===== src/rtl/rbu_pkg.sv =====
package rbu_pkg;
   typedef enum logic [3:0] {
      BR_ALWAYS = 4'd0,  BR_NEVER = 4'd1,
      BR_HI     = 4'd2,  BR_LS    = 4'd3,
      BR_CC     = 4'd4,  BR_CS    = 4'd5,
      BR_NE     = 4'd6,  BR_EQ    = 4'd7,
      BR_VC     = 4'd8,  BR_VS    = 4'd9,
      BR_PL     = 4'd10, BR_MI    = 4'd11,
      BR_GE     = 4'd12, BR_LT    = 4'd13,
      BR_GT     = 4'd14, BR_LE    = 4'd15
   } br_cond_e;

   // flag bundle, bit 3 down to bit 0
   typedef struct packed {
      logic n;
      logic z;
      logic v;
      logic c;
   } flags_t;

   localparam int unsigned COND_W  = 4;
   localparam int unsigned N_PAIRS = 8;
endpackage


===== src/rtl/rbu_cond_eval.sv =====
module rbu_cond_eval
   import rbu_pkg::*;
(
   input  logic [COND_W-1:0] cond,
   input  flags_t            flg,
   output logic              hit
);
   localparam int unsigned SEL_W = COND_W - 1;

   // base test of each inverse pair; the odd member inverts it
   logic [N_PAIRS-1:0] base;

   always_comb begin
      base[0] = 1'b1;                            // always
      base[1] = ~(flg.c | flg.z);                // unsigned higher
      base[2] = ~flg.c;                          // carry clear
      base[3] = ~flg.z;                          // not equal
      base[4] = ~flg.v;                          // overflow clear
      base[5] = ~flg.n;                          // plus
      base[6] = ~(flg.n ^ flg.v);                // signed ge
      base[7] = ~(flg.z | (flg.n ^ flg.v));      // signed gt
   end

   logic [SEL_W-1:0] pair_sel;
   assign pair_sel = cond[COND_W-1:1];
   assign hit      = base[pair_sel] ^ cond[0];
endmodule


===== src/rtl/rbu_target_add.sv =====
module rbu_target_add #(
   parameter int unsigned ADDR_W = 16,
   parameter int unsigned DISP_W = 8
) (
   input  logic [ADDR_W-1:0] base_addr,
   input  logic [DISP_W-1:0] offset,
   output logic [ADDR_W-1:0] target
);
   localparam int unsigned EXT_W = ADDR_W - DISP_W;

   logic [ADDR_W-1:0] off_ext;

   generate
      if (EXT_W > 0) begin : g_sext
         assign off_ext = {{EXT_W{offset[DISP_W-1]}}, offset};
      end else begin : g_same
         assign off_ext = offset[ADDR_W-1:0];
      end
   endgenerate

   // modular sum: carry out of the top bit is dropped
   assign target = base_addr + off_ext;
endmodule


===== src/rtl/rbu_out_stage.sv =====
module rbu_out_stage #(
   parameter int unsigned DW      = 17,
   parameter bit          REG_OUT = 1'b1
) (
   input  logic          clk,
   input  logic          rst_n,
   input  logic [DW-1:0] d,
   output logic [DW-1:0] q
);
   generate
      if (REG_OUT) begin : g_reg
         always_ff @(posedge clk or negedge rst_n) begin
            if (!rst_n) q <= '0;
            else        q <= d;
         end
      end else begin : g_wire
         assign q = d;
      end
   endgenerate
endmodule


===== src/rtl/rel_branch_unit.sv =====
module rel_branch_unit
   import rbu_pkg::*;
#(
   parameter int unsigned ADDR_W  = 16,
   parameter int unsigned DISP_W  = 8,
   parameter bit          REG_OUT = 1'b1
) (
   input  logic              clk,
   input  logic              rst_n,
   input  logic [3:0]        cond_code,
   input  logic [3:0]        flags,
   input  logic [ADDR_W-1:0] next_addr,
   input  logic [DISP_W-1:0] disp,
   output logic              taken,
   output logic [ADDR_W-1:0] next_pc
);
   localparam int unsigned OUT_W = ADDR_W + 1;

   initial begin
      if (DISP_W < 2)       $fatal(1, "displacement must be at least 2 bits");
      if (ADDR_W <= DISP_W) $fatal(1, "address must be wider than displacement");
   end

   logic              hit;
   logic [ADDR_W-1:0] tgt;
   logic [ADDR_W-1:0] pc_c;
   logic [OUT_W-1:0]  out_q;

   rbu_cond_eval u_cond (
      .cond (cond_code),
      .flg  (flags_t'(flags)),
      .hit  (hit)
   );

   rbu_target_add #(.ADDR_W(ADDR_W), .DISP_W(DISP_W)) u_add (
      .base_addr (next_addr),
      .offset    (disp),
      .target    (tgt)
   );

   assign pc_c = hit ? tgt : next_addr;

   rbu_out_stage #(.DW(OUT_W), .REG_OUT(REG_OUT)) u_out (
      .clk   (clk),
      .rst_n (rst_n),
      .d     ({hit, pc_c}),
      .q     (out_q)
   );

   assign taken   = out_q[ADDR_W];
   assign next_pc = out_q[ADDR_W-1:0];
endmodule


===== config.mk =====
export PLATFORM = sky130hd
export DESIGN_NAME = rel_branch_unit
export DESIGN_NICKNAME = d
export VERILOG_FILES = /design/src/rtl/rbu_pkg.sv /design/src/rtl/rbu_cond_eval.sv /design/src/rtl/rbu_target_add.sv /design/src/rtl/rbu_out_stage.sv /design/src/rtl/rel_branch_unit.sv
export SDC_FILE = /design/constraint.sdc
export NUM_CORES = 1
export LEC_CHECK = 0
export BUFFER_PORTS_ARGS = -buffer_cell sky130_fd_sc_hd__buf_2
export CORE_MARGIN = 1.5
export CORE_UTILIZATION = 45
export CTS_CLUSTER_DIAMETER = 60
export DETAILED_ROUTE_END_ITERATION = 8
export HOLD_SLACK_MARGIN = 0.03
export PLACE_DENSITY = 0.76
export SYNTH_ARGS = -nofsm -noshare
export SYNTH_HDL_FRONTEND = slang
export SYNTH_SLANG_ARGS = --single-unit

===== constraint.sdc =====
create_clock -name clk -period 0.8 [get_ports clk]
set_input_delay 0.08 -clock clk [delete_from_list [all_inputs] [get_ports clk]]
set_output_delay 0.08 -clock clk [all_outputs]
set_load 0.02 [all_outputs]

==> results of run 1 <==
[kinds of logic (layout without fill, tap and decap cells)]
| logic type | after synthesis | count (layout) |
|---|---|---|
| buffers and inverters | 10 | 100 |
| multiplexers | 12 | 12 |
| XOR/XNOR | 12 | 12 |
| AO/OA/AOI/OAI | 48 | 48 |
| adder cells (fa/ha/maj) | 16 | 16 |
| AND/OR/NAND/NOR | 35 | 37 |
| flip-flops | 17 | 17 |
[repair_timing]
item,4_1_cts,5_1_grt
buffers inserted,5,4
endpoints found under the hold margin,18,0
cloned,1,1
endpoints found under the setup margin,34,34
pin swaps,7,19
resized for setup,59,29
hold buffers,2,0
[per-stage QoR]
| step | util [%] | setup WS [ns] | hold WS (ns) | total power (uW) | std cells |
|---|---|---|---|---|---|
| finish | 83.24 | -0.9038 | 0.06960 | 3847 | 286 |
| global route | 83.24 | -0.9435 | 0.05352 | 3994 | 286 |
| CTS | 77.17 | -0.8722 | 0.04490 | 3506 | 281 |
| detailed placement | 66.60 | -1.273 | 0.004014 | 2673 | 269 |
| global placement | 66.60 | -1.170 | -0.002769 | 2599 | 269 |
| floorplan | - | -0.9865 | -0.2156 | 2105 | 150 |
[area by class of cell]
class                   count  area share, %
repair buffers             89          28.21
clock buffers               4          1.034
flip-flops and latches     17          16.74
multi-input cells         125          50.81
inverters                   7          1.034
well taps                  44          2.166
[where the power goes]
part / leakage [uW] / internal (uW) / switching (uW) / total [uW]
Combinational: 0.000919 / 1180 / 1130 / 2310
Clock: 0.0000150 / 194 / 261 / 454
Sequential: 0.000197 / 1010 / 71.1 / 1080
Total: 0.00113 / 2390 / 1460 / 3850
[layer usage]
metal	track usage (%)	routed length (um)	up-vias
met5	0	0	-
met4	14.92	347	0
met3	6.114	489	42
met2	50.08	3026	129
met1	30.47	2261	801
li1	-	-	762
[layout by cell type, fill, tap and decap left out, drive strengths merged, types with 2 or more instances in the layout]
master | Yosys | layout
dfrtp | 17 | 17
a211oi | 7 | 7
ha | 15 | 15
nor2 | 8 | 8
inv | 7 | 7
nand2b | 2 | 2
o211ai | 2 | 2
o21ai | 10 | 10
or4 | 1 | 3
a21boi | 2 | 2
a31oi | 3 | 3
xor2 | 4 | 4
xnor2 | 8 | 8
mux2i | 2 | 2
a21oi | 14 | 14
o21bai | 2 | 2
nor3 | 3 | 3
clkbuf | 1 | 6
mux2 | 10 | 10
dlygate4sd3 | 0 | 2
nand2 | 8 | 8
a21o | 2 | 2
buf | 2 | 85
nand3 | 5 | 5
[path summary, 6_finish.rpt]
kind / start / end / slack (ns) / cells past startpoint
setup / recovery: next_addr[0] / u_out.q[14]$_DFF_PN0_ / -0.90 / 9
hold / removal: next_addr[0] / u_out.q[0]$_DFF_PN0_ / 0.07 / 2
max in group asynchronous: rst_n / u_out.q[9]$_DFF_PN0_ / 0.31 / 2
min in group asynchronous: rst_n / u_out.q[16]$_DFF_PN0_ / 0.23 / 2
==> summary.md, run 1 <==
| Metric | Value |
|---|---|
| First-pass GRT wire length | 7.341 mm |
| Mapped Cells | 150 |
| Vias per inst | 6.063 |
| IO Pins | 51 |
| Initial core utilization | 47.17% |
| CTS Root Cell | clkbuf_4 |
| Synth Area in XOR/XNOR | 7.298% |
| Site Rows | 20 |
| Tightest Hold Check Type | input pin to register |
| Async S/R FF share, synth | 100.0% |
| Most frequent cell after synthesis | dfrtp_1 |
| Top-area cell type share of the netlist area | between 20 and 30% |
| CTS Buf Count | 3 |
| Diodes inserted | 0 |
| Clock buffer depth | 2 |
| Final worst-path cycle share | 213.0% |
| Mean Syn Cell Area | between 9 and 10 um2 |
| Final nets | 293 |
| Crit-path cells | buf_8 -> ha_4 -> fa_2 -> a211oi_4 -> o21ai_2 -> a211oi_2 -> o21ai_1 -> xor2_1 -> mux2_4 |
| Max reg flops | 17 |
| Slowest cell on crit path | fa_2 |
| Static Leak | 0.001132 uW |
| Die width | 59.57 um |
| Final Setup Violations | 34 |
| Top post-synthesis cells by area | dfrtp_1 (30%), ha_1 (13%), mux2_4 (9.4%) |
| Post-synthesis adder-cell area fraction | 14.42% |
| Finished layout cell area | 2541 um2 |
| Number of synthesized flops with an enable pin | 0 |
| DR WL/cell | 21.42 um |
| Synthesized-area fraction occupied by ao, oa, aoi and oai cells | 21.29% |
| Critical path buffers and inverters | 1 |
| Final-report max-slew violation count | 0 |
| DP Wirelength | between 3 and 4 mm |
| # fillers | 162 |
| Sequential area share after synthesis | 29.54% |
| Fin. Hold Viols | 0 |
| GRT overflow | 0 |
| Port Buffers | 50 |
| Clock sinks | 17 |
| Detailed Routing Iterations Pass 1 | 4 |
| Share of cells above drive strength 1 | 57.02% |
| Largest family of logic cells by synthesized area | compound AO/OA/AOI/OAI gates |
| Pwr dens | 1514 nW/um2 |
| Die H | between 50 and 60 um |
| F_max | 586.9 MHz |
| Area leader, netlist | dfrtp_1 |
| Slew @ Worst Pin | around 0.47 ns |
| Setup WS post-layout | -0.9038 ns |
| Status | finished with violations |
| Via count | 1734 |
| Setup TNS | -14.74 ns |
| Synthesis-stage register bit count | 17 |
| RSZ-0062 raised after global routing | true |
| All-Layer GR Usage | 28.00% |
| Largest stage delay, worst path | around 0.38 ns |
| Syn-to-layout area delta | 76.46% |
| Mapped Area | 1440 um2 |
| Starting DRT DRC Count | about 110 |
| Slew margin rel. | 68.76% |
| Routed wire length | 6.126 mm |
| CTS tree | built |
| Top flop regs | u_out.q x17 |
| DRC errors left | 0 |
| Multi-input gate area | 1291 um2 |
| GP Congestion | 0.9175 |
| Critical path's top delay family | compound AO/OA/AOI/OAI gates |
| Crit Path Class | input pin to register |
| Max VDD drop | 0.7080 mV |
| Startpoint types | input pin |
| Post-Synth Simple-Gate Area | 12.68% |
| Largest net degree at the start of global routing | 18 |
| Violated checks | setup timing |
| Top reg by flops | u_out.q |
| CTS H-tree depth | 1 |
| Synth Warn # | 0 |
| Initial antenna violation count | 0 |
| Predominant post-synthesis flop cell | dfrtp_1 |
| Clock transition at path regs | 0.10 ns |
| Worst EP required | 0.98 ns |
| Cell Area, Placed | 2033 um2 |
| Register area | 425.4 um2 |
| Final min period | about 1.7 ns |
| Setup crit end kind | register |
| WP data arrival | 1.88 ns |
| Unique masters post-synth | 40 |
| Vias in the first global route | 1634 |
| Post-Syn Nets | 200 |
| Multiplexer share of the synthesized area | around 12% |
| CORE AREA | 3053 um2 |
| Number of max-cap violations | 0 |
| Synth cell count leaders | dfrtp_1 (17), ha_1 (15), a21oi_1 (14) |
| Antenna viol nets, final | 0 |
| CP max FO | 2 |
| Die area | 3549 um2 |
Note: power is estimated with default switching activity, not from simulation.
==> run 2: changes to the inputs <==
--- a/config.mk
+++ b/config.mk
@@ -11,7 +11,7 @@
 export CTS_CLUSTER_DIAMETER = 60
 export DETAILED_ROUTE_END_ITERATION = 8
 export HOLD_SLACK_MARGIN = 0.03
-export PLACE_DENSITY = 0.76
+export PLACE_DENSITY = 0.73
 export SYNTH_ARGS = -nofsm -noshare
 export SYNTH_HDL_FRONTEND = slang
 export SYNTH_SLANG_ARGS = --single-unit
==> run 2 against run 1 <==
  * The flow still finishes with violations (setup timing)
  * Global-route usage decreased by 0.88 points
  * First-iteration DRC count increased by 22%
  * Clock-buffer cell count unchanged
  * Critical path depth unchanged
  * Worst hold slack got worse by 0.031 ns
  * Clock power decreased by 4.4%
  * Sequential cell count unchanged
  * Maximum frequency decreased by 6.3%
  * Highest routed layer unchanged
  * Via count decreased by 5.1%
==> summary.md, run 2 (synthesis gave the netlist of run 1 again) <==
| Metric | Value |
|---|---|
| Status | finished with violations |
| Violated checks | setup timing |
| WP data arrival | 1.99 ns (+0.11 ns) |
| Final nets | 295 (+0.68%) |
| Met2 usage | 49.29% (-0.78 points) |
| Initial core utilization | 47.17% (unchanged) |
| Sw frac | 36.32% (-1.7 points) |
| Pwr dens | 1461 nW/um2 (-3.5%) |
| WHS Endpoint | u_out.q[3]$_DFF_PN0_ |
| Clock power share | 11.8% (about the same) |
| Final std cells w/o fill | 288 (+0.70%) |
| Most Frequent Cell on Critical Path | a211oi_2 |
| DP Wirelength | 3.150 mm (-0.17%) |
| Clock transition at path regs | 0.09 ns (about the same) |
| Starting DRT DRC Count | 129 (+22%) |
| Die H | 59.57 um (unchanged) |
| Tightest Hold Check Type | input pin to register |
| Setup crit end kind | register |
| Switching power | 1336 uW (-8.6%) |
| GRT overflow | 0 (unchanged) |
| Site Rows | 20 (unchanged) |
| Fin. Hold Viols | 0 (unchanged) |
| Setup WS post-layout | -1.019 ns (-0.1151 ns) |
| Hold Buf Count CTS | 2 (unchanged) |
| Top reg by flops | u_out.q |
| Slowest cell on crit path | fa_2 |
| CTS tree | built |
| Die width | 59.57 um (unchanged) |
| Crit Path Class | input pin to register |
| First-pass GRT wire length | 7.155 mm (-2.5%) |
| RSZ-0062 raised after global routing | true |
| Vias in the first global route | 1599 (-2.1%) |
| Met1 Use GR | 31.06% (+0.59 points) |
| Diodes inserted | 0 (unchanged) |
| Max reg flops | 17 (unchanged) |
| F_max | 549.8 MHz (-6.3%) |
| Crit-path cells | buf_8 -> ha_4 -> fa_2 -> a211oi_2 -> o21ai_2 -> a211oi_2 -> o21ai_1 -> xor2_1 -> mux2_4 |
| Max VDD drop | 0.5493 mV (-22%) |
| All-Layer GR Usage | 27.12% (-0.88 points) |
| Clock buffer depth | 2 (unchanged) |
| Syn-to-layout area delta | 74.89% |
| Most frequent cells in the layout | buf_4 (37), buf_2 (26), buf_6 (24) |
| Number of max-cap violations | 0 (unchanged) |
| Slew margin rel. | 64.66% (-4.1 points) |
| Vias per inst | 5.715 (-5.7%) |
| Static Leak | 0.001142 uW (+0.94%) |
| CTS H-tree depth | 1 (unchanged) |
| Critical path buffers and inverters | 1 (unchanged) |
| Detailed Routing Iterations Pass 1 | 4 (unchanged) |
| Port Buffers | 50 (unchanged) |
| Initial antenna violation count | 0 (unchanged) |
| Largest net degree at the start of global routing | 18 (unchanged) |
| CTS Buf Count | 3 (unchanged) |
| Final Util | 82.50% (-0.74 points) |
| CP max FO | 2 (unchanged) |
| Hold Startpoint | next_addr[3] |
| Final-report max-slew violation count | 0 (unchanged) |
| Routed wire length | 5.071 mm (-17%) |
| Worst EP required | 0.97 ns (about the same) |
| Met3 GRT Util | 2.620% (-3.5 points) |
| DR WL/cell | 17.61 um (-18%) |
| Largest stage delay, worst path | 0.37 ns (about the same) |
| Critical path's top delay family | compound AO/OA/AOI/OAI gates |
| IO Pins | 51 (unchanged) |
| Slew @ Worst Pin | 0.5260 ns (+0.05860 ns) |
| Antenna viol nets, final | 0 (unchanged) |
| Final min period | 1.819 ns (+0.1151 ns) |
| Final Setup Violations | 34 (unchanged) |
| CORE AREA | 3053 um2 (unchanged) |
| Die area | 3549 um2 (unchanged) |
| Via count | 1646 (-5.1%) |
| Final worst-path cycle share | 227.4% (+14 points) |
| GP Congestion | 0.8470 (-7.7%) |
| Gate power share | 58.9% (-1.2 points) |
| Startpoint types | input pin |
| Power Internal | 2343 uW (-1.8%) |
| Dpl cells | 272 (+1.1%) |
| Most crowded layer after global routing | met2 |
| DRC errors left | 0 (unchanged) |
| Commonest non-fill, non-tap cell in the layout | buf_4 |
| Share of cells above drive strength 1 | 56.56% (-0.47 points) |
| Flop pwr share | 29.3% (+1.2 points) |
| Clock sinks | 17 (unchanged) |
| Hold path cells | 2 (unchanged) |
| CTS Root Cell | clkbuf_4 |
| Top flop regs | u_out.q x17 |
==> run 2: how the worst max path moves through the flow <==
stage,startpoint,cells after the start,to,slack (ns)
after global placement,next_addr[0],9,u_out.q[14]$_DFF_PN0_,-1.15
after CTS,next_addr[0],9,u_out.q[14]$_DFF_PN0_,-0.84
after floorplan,next_addr[0],8,u_out.q[14]$_DFF_PN0_,-0.99
after global routing,next_addr[0],9,u_out.q[14]$_DFF_PN0_,-1.03
after detailed placement,next_addr[0],9,u_out.q[14]$_DFF_PN0_,-1.21
final,next_addr[0],9,u_out.q[14]$_DFF_PN0_,-1.02
==> run 2: final cells by class <==
type                            count  area [um2]
Clock buffer                        4       26.28
Fill cell                         175       534.3
Inverter                            7       26.28
Multi-Input combinational cell    125        1257
Sequential cell                    17       425.4
Tap cell                           44       55.05
Timing Repair Buffer               91       728.2
==> run 2: through the flow <==
stage	power [uW]	instance area [um2]	TNS [ns]	worst slack [ns]	hold WS, ns
after detailed placement	2685	2056	-18.61	-1.209	0.01075
after CTS	3471	2371	-14.14	-0.8449	0.03971
after global placement	2619	2056	-17.90	-1.147	-0.001042
final	3679	2519	-15.58	-1.019	0.03891
after global routing	3873	2519	-16.37	-1.029	0.02703
after floorplan	2105	1558	-14.13	-0.9865	-0.2156
==> run 2: routing by layer <==
layer	part of all wire, %	wire [um]
met1	36	1849
met2	52	2656
met3	7.7	388
met4	3.5	176
met5	0	0
==> run 2: timing repair <==
item,CTS,global route
endpoints found under the setup margin,34,34
gates cloned,1,1
setup buffers,4,5
gates resized for setup,58,22
hold endpoints to repair,18,1
pin swaps,9,12
==> run 2: power groups by stage <==
stage	clock network (uW)	registers [uW]	logic, uW
2_1_floorplan	0	1270	838
4_1_cts	439	1080	1950
5_1_grt	489	1100	2290
3_3_place_gp	0	1050	1560
6_report	434	1080	2170
3_5_place_dp	0	1060	1630
